`config.mk`:
```
export PLATFORM = sky130hd
export DESIGN_NAME = rtc_index_regs
export DESIGN_NICKNAME = d
export VERILOG_FILES = /design/src/rtl/rtc_idx_pkg.sv /design/src/rtl/rtc_idx_ctrl.sv /design/src/rtl/rtc_idx_datapath.sv /design/src/rtl/rtc_index_regs.sv
export SDC_FILE = /design/constraint.sdc
export NUM_CORES = 2
export LEC_CHECK = 0
export BUFFER_PORTS_ARGS = -buffer_cell sky130_fd_sc_hd__buf_2
export CORE_MARGIN = 3
export CORE_UTILIZATION = 68
export DETAILED_ROUTE_END_ITERATION = 8
export PLACE_DENSITY = 0.82
export SLEW_MARGIN = 20
export SYNTH_ARGS = -nofsm -noshare
export SYNTH_HDL_FRONTEND = slang
export SYNTH_HIERARCHICAL = 1
export SYNTH_SLANG_ARGS = --single-unit
export TNS_END_PERCENT = 1
```
`constraint.sdc`:
```
create_clock -name clk -period 5 [get_ports clk]
set_clock_uncertainty 0.2 [all_clocks]
set_input_delay 0 -clock clk [delete_from_list [all_inputs] [get_ports clk]]
set_output_delay 0 -clock clk [all_outputs]
set_load 0.03 [all_outputs]
```
`src/rtl/rtc_idx_pkg.sv`:
```
package rtc_idx_pkg;
  // Control/status locations; fixed because software decodes them
  localparam int unsigned ADDR_A = 10;
  localparam int unsigned ADDR_B = 11;
  localparam int unsigned ADDR_C = 12;
  localparam int unsigned ADDR_D = 13;

  localparam logic [7:0] DEF_A = 8'h26;
  localparam logic [7:0] DEF_B = 8'h02;
  localparam logic [7:0] DEF_C = 8'h00;
  localparam logic [7:0] DEF_D = 8'h80;

  // System reset keeps B bits 7 and 3..0
  localparam logic [7:0] RST_KEEP_B = 8'h8F;

  typedef struct packed {
    logic idxWr;    // latch new index
    logic plainWr;  // store full byte at index
    logic aWr;      // store into register A
    logic bWr;      // store into register B
    logic dataRd;   // capture indexed byte
    logic idxRd;    // capture index value
  } rtcStrobe_t;
endpackage

```
`src/rtl/rtc_idx_ctrl.sv`:
```
module rtc_idx_ctrl
  import rtc_idx_pkg::*;
#(
  parameter int IDX_W = 7
) (
  input  logic             clk,
  input  logic             porN,
  input  logic             busWr,
  input  logic             busRd,
  input  logic             busSel,
  input  logic [IDX_W-1:0] curIdx,
  output rtcStrobe_t       strb
);
  logic dataWrite;
  logic hitA;
  logic hitB;
  logic hitRo;
  logic readGo;

  assign hitA      = (curIdx == IDX_W'(ADDR_A));
  assign hitB      = (curIdx == IDX_W'(ADDR_B));
  assign hitRo     = (curIdx == IDX_W'(ADDR_C)) || (curIdx == IDX_W'(ADDR_D));
  assign dataWrite = busWr && busSel;
  assign readGo    = busRd && !busWr;

  always_comb begin
    strb         = '0;
    strb.idxWr   = busWr && !busSel;
    strb.aWr     = dataWrite && hitA;
    strb.bWr     = dataWrite && hitB;
    strb.plainWr = dataWrite && !hitA && !hitB && !hitRo;
    strb.dataRd  = readGo && busSel;
    strb.idxRd   = readGo && !busSel;
  end


  write_strobe_onehot_chk: assert property (@(posedge clk) disable iff (!porN)
    $onehot0({strb.idxWr, strb.plainWr, strb.aWr, strb.bWr, strb.dataRd}));


  ro_write_blocked_chk: assert property (@(posedge clk) disable iff (!porN)
    (dataWrite && hitRo) |-> !(strb.plainWr || strb.aWr || strb.bWr));
endmodule

```
`src/rtl/rtc_idx_datapath.sv`:
```
module rtc_idx_datapath
  import rtc_idx_pkg::*;
#(
  parameter int NUM_REGS = 128,
  parameter int IDX_W    = $clog2(NUM_REGS)
) (
  input  logic             clk,
  input  logic             porN,
  input  logic             rstN,
  input  rtcStrobe_t       strb,
  input  logic [7:0]       wdata,
  input  logic [3:0]       cSet,
  output logic [IDX_W-1:0] idx,
  output logic [7:0]       rdata,
  output logic [7:0]       regA,
  output logic [7:0]       regB,
  output logic [7:0]       regC,
  output logic             rateChange
);
  localparam int PAD_W = 8 - IDX_W;

  logic [7:0] regs [NUM_REGS];
  logic [4:0] prevKey;
  logic [4:0] curKey;
  logic [7:0] bMasked;
  logic [7:0] regD;
  logic       cClr;

  assign regA = regs[ADDR_A];
  assign regB = regs[ADDR_B];
  assign regC = regs[ADDR_C];
  assign regD = regs[ADDR_D];

  assign curKey     = {regA[3:0], regB[6]};
  assign rateChange = (curKey != prevKey);
  assign cClr       = strb.dataRd && (idx == IDX_W'(ADDR_C));

  always_comb begin
    bMasked    = wdata;
    bMasked[3] = 1'b0;
    if (wdata[7]) bMasked[4] = 1'b0;
  end

  always_ff @(posedge clk) begin
    if (!porN) begin
      for (int i = 0; i < NUM_REGS; i++) regs[i] <= 8'h00;
      regs[ADDR_A] <= DEF_A;
      regs[ADDR_B] <= DEF_B;
      regs[ADDR_C] <= DEF_C;
      regs[ADDR_D] <= DEF_D;
      idx     <= '0;
      rdata   <= 8'h00;
      prevKey <= {DEF_A[3:0], DEF_B[6]};
    end else begin
      prevKey <= curKey;
      if (!rstN) begin
        idx          <= '0;
        rdata        <= 8'h00;
        regs[ADDR_B] <= regB & RST_KEEP_B;
        regs[ADDR_C] <= 8'h00;
      end else begin
        if (strb.idxWr)   idx <= wdata[IDX_W-1:0];
        if (strb.plainWr) regs[idx] <= wdata;
        if (strb.aWr)     regs[ADDR_A] <= {1'b0, wdata[6:0]};
        if (strb.bWr)     regs[ADDR_B] <= bMasked;
        if (strb.dataRd)     rdata <= regs[idx];
        else if (strb.idxRd) rdata <= {{PAD_W{1'b0}}, idx};
        regs[ADDR_C] <= (cClr ? 8'h00 : regC) | {cSet, 4'b0000};
      end
    end
  end


  idx_latch_chk: assert property (@(posedge clk) disable iff (!porN || !rstN)
    strb.idxWr |=> idx == $past(wdata[IDX_W-1:0]));


  c_clear_on_read_chk: assert property (@(posedge clk) disable iff (!porN || !rstN)
    cClr |=> regC == {$past(cSet), 4'b0000});


  a_top_bit_chk: assert property (@(posedge clk) disable iff (!porN || !rstN)
    strb.aWr |=> (regA[7] == 1'b0) && (regA[6:0] == $past(wdata[6:0])));


  b_mask_chk: assert property (@(posedge clk) disable iff (!porN || !rstN)
    strb.bWr |=> !regB[3] && !(regB[7] && regB[4]));


  d_stable_chk: assert property (@(posedge clk) disable iff (!porN)
    porN |=> $stable(regD));


  sys_reset_chk: assert property (@(posedge clk) disable iff (!porN)
    !rstN |=> (idx == '0) && (regC == 8'h00) && (regB[6:4] == 3'b000));
endmodule

```
`src/rtl/rtc_index_regs.sv`:
```
module rtc_index_regs
  import rtc_idx_pkg::*;
#(
  parameter int NUM_REGS = 128
) (
  input  logic       clk,
  input  logic       porN,
  input  logic       rstN,
  input  logic       busWr,
  input  logic       busRd,
  input  logic       busSel,
  input  logic [7:0] busWdata,
  output logic [7:0] busRdata,
  input  logic [3:0] cFlagSet,
  output logic       irq,
  output logic [3:0] rateSel,
  output logic       periodicEn,
  output logic       rateChange
);
  localparam int IDX_W = $clog2(NUM_REGS);

  rtcStrobe_t       strb;
  logic [IDX_W-1:0] curIdx;
  logic [7:0]       regA;
  logic [7:0]       regB;
  logic [7:0]       regC;

  rtc_idx_ctrl #(.IDX_W(IDX_W)) uCtrl (
    .clk    (clk),
    .porN   (porN),
    .busWr  (busWr),
    .busRd  (busRd),
    .busSel (busSel),
    .curIdx (curIdx),
    .strb   (strb)
  );

  rtc_idx_datapath #(.NUM_REGS(NUM_REGS), .IDX_W(IDX_W)) uData (
    .clk        (clk),
    .porN       (porN),
    .rstN       (rstN),
    .strb       (strb),
    .wdata      (busWdata),
    .cSet       (cFlagSet),
    .idx        (curIdx),
    .rdata      (busRdata),
    .regA       (regA),
    .regB       (regB),
    .regC       (regC),
    .rateChange (rateChange)
  );

  assign irq        = regC[7];
  assign rateSel    = regA[3:0];
  assign periodicEn = regB[6];


  irq_clears_chk: assert property (@(posedge clk) disable iff (!porN || !rstN)
    (strb.dataRd && curIdx == IDX_W'(ADDR_C) && !cFlagSet[3]) |=> !irq);
endmodule

```
==> qor.yml <==
sta:
  slew_headroom_pct: 22.3
  final-setup-viol-count: 0
  rsz0062_at_grt: "no"
  finalHoldViolations: 0
  max_clock_freq_ghz: 0.227
  maxSlewViolCount: 0
  worst_slew_pin_slew_ns: 1.15
  layout_setup_ws_ns: 0.599
  tns_ns: 0
  post-route-min-period_ns: 4.40
  finalCritPeriodShare_pct: 88.0
layout:
  multi_input_area_sq_um: 15500
  ff_latch_area_sq_um: 31300
  utilization_pct: 76.2
  nFillCells: 3693
  syn_to_final_growth_pct: 9.70
  drive_above_1_share_pct: 19.5
  nets: 3189
worst_setup_path:
  cp_data_arrival_time_ns: 4.42
  reg2reg_setup_slack_ns: 0.60
  max_stage_delay_ns: 0.97
  path_max_fanout: 40
  r2r_start: "uData/idx[1]"
  crit_chain: "nand4b_1 -> dlygate4sd3_1 -> nor3_1 -> a211o_2 -> buf_12 -> o21ai_0"
  cp-end-kind: "register"
  regToRegEndpoint: "uData/regs[123][4]"
  crit_type: "reg2reg"
  setup.worst_path.start_class: "register"
  worstPathRequired_ns: 5.02
  crit_slowest_cell: "a211o_2"
  reg2reg_depth: 6
global_route:
  antenna_found_initial: 7
  grt_pass1_wl_um: 188000
  grt_use_total_pct: 34.3
  grt_pass1_vias: 29000
  grt_max_degree: 101
  overflow: 0
power_and_ir_drop:
  ir_worst_vdd_uv: 283
  total_power_w: 0.0190
  p_leak_nw: 17.7
  powerDensity_nw_per_um2: 359
place:
  port_buffers: 32
  pre_cts_slack_ns: 1.23
  hpwl_um: 75200
  gp_congestion: 0.933
clocking:
  clkTransAtPathRegs_ns: 0.06
  ctsHtreeMaxLevel: 3
  cts_root_buffer: "clkbuf_16"
  clk_path_buf_depth: 3
  cts_buffers: 102
  cts_tree: "done"
  clk_latency_ns: 0.68
  cts_hold_buffers: 27
  cts_setup_buffers: 0
  cts_resized: 0
  clkSinkCount: 1051
synth:
  synthFlopType: "edfxtp_1"
  synth.distinct_cells: 55
  avgSynthCellArea_sq_um: 14.9
  mappedNetlistArea_sq_um: 48200
  yosysSeqAreaShare_pct: 64.9
  yosysTopAreaCell: "edfxtp_1"
  yosys-top-cells-area: "edfxtp_1 64%, mux4_2 14%, and2_1 7.6%"
  ys_warn_count: 6
  ys_ff_latch: 1051
  async_reset_ff_share_pct: 0
  syn_inst: 3234
  synth-edff-count: 1024
  yosysTopAreaCellShare_pct: 63.8
routing:
  wl_per_cell_um: 29.9
  route.detailed.drc: 0
  ant_nets: 0
  drtIter0Drc: 4998
  wl_met1_um: 42900
  dr_wl_met3_um: 17100
  met2_length_um: 59500
  routed_wl_um: 125000
  first_pass_iters: 6
  vias: 29900
  highest_layer: "met5"
  drt-vias-per-instance: 7.13
die:
  start_util_pct: 69.4
  ios: 33
  core_region_area_sq_um: 69400
  placementRows: 96
  die_width_um: 272
  die_h_um: 272
  dieArea_sq_um: 74100
worst_hold_path:
  hold_depth: 4
  min_from: "busWdata[5]"
  hold-path-endpoint: "uData/regs[13][5]"
  hp-class: "in2reg"
job:
  drv_cap: 0
outcome:
  run_status: "complete, no violations"
==> synthesized netlist by cell type (16+ instances only) <==
master    number
edfxtp_1    1024
and2_1       585
nor3_1       378
mux4_2       294
clkbuf_1     247
nor2_1       172
o21ai_0      128
buf_1         46
nand2_1       40
mux2i_1       36
and3_1        35
buf_2         28
dfxtp_1       27
mux2_2        22
a31oi_1       17
o22ai_1       16
==> how the worst max path moves through the flow <==
stage	from	endpoint	cells after the start
6_report	uData/idx[1]	uData/regs[123][4]	6
5_1_grt	uData/idx[1]	uData/regs[99][4]	5
4_1_cts	uData/idx[1]	uData/regs[115][3]	5
3_5_place_dp	uData/idx[1]	uData/regs[51][1]	6
3_3_place_gp	uData/idx[3]	uData/regs[115][7]	4
2_1_floorplan	uData/idx[5]	uData/regs[115][0]	6
==> state kept, by name, indices dropped and copies added, names as in the netlist, named ones only <==
signal and cells:
uData/idx 7, uData/prevKey 5, uData/rdata 8, uData/regs 1024
==> report_power, final <==
part	switching [W]	internal, W	total [W]	leakage [nW]
combinational	0.000633	0.000319	0.000952	5.20
sequential	0.000146	0.00994	0.0101	10.8
clock	0.00331	0.00461	0.00792	1.69
==> layout make-up <==
class,instances,share of cell area [%]
tap,931,2.20
inverter,7,0.0639
clock inverter,72,1.36
antenna,2,0.00946
multi-input combinational,1839,29.3
clock buffer,118,5.14
sequential,1051,59.2
timing repair buffer,170,2.68
==> logic make-up after synthesis <==
group,after synthesis,share of synthesized area [%]
and+or+nand+nor,1262,14.3
DFF,1051,64.9
muxes,352,15.0
buffers and inverters,350,3.04
AOI/OAI and AO/OA,211,2.62
xor gates and xnor gates,6,0.109
other,2,0.0156
==> per-layer routing <==
layer / global-route usage (%) / vias to the layer above
met5: 0 / -
met4: 14.1 / 10
met3: 7.40 / 368
met2: 53.9 / 2625
met1: 47.7 / 14700
li1: - / 12100
==> cells in the final DEF (no fill, tap or decap), types with 4 or more instances in the layout <==
master            n
nand2b_1         11
a211oi_1          5
o22ai_1          16
clkinv_2         25
clkbuf_1         11
nor3_1          378
edfxtp_1       1024
buf_2            26
mux4_2          294
dfxtp_4           4
conb_1            8
dlygate4sd3_1    27
a31oi_1          17
and3_1           35
a22oi_1           7
mux2_2           22
bufinv_16        14
o21ai_1          44
dfxtp_1          23
a21oi_1           5
nand2_1          39
o221ai_1          9
nor2b_1          14
a22o_1            4
buf_12           10
a311o_1           7
buf_4           104
nand3_1           9
nor2_1          172
o21ai_0          84
clkinv_1         24
mux2i_1          36
clkinvlp_4        5
clkbuf_16       107
and2_1          585
==> worst max-delay path: cells and delay by family (launching register included) <==
| kind | cells | cell delay (ns) |
|---|---|---|
| AOI/OAI and AO/OA | 2 | 1.40 |
| buffers and inverters | 2 | 0.88 |
| and+or+nand+nor | 2 | 0.78 |
| DFF | 1 | 0.65 |
==> per-stage QoR <==
step                      instance area (sq um)  hold slack (ns)  cells
after floorplan                           48200          -0.0256   3240
after global placement                    49200            0.100   3971
after detailed placement                  49200            0.101   3971
after CTS                                 52900           0.0821   4188
after global routing                      52900            0.113   4189
final                                     52900            0.106   4190
Note: power is estimated with default switching activity, not from simulation.
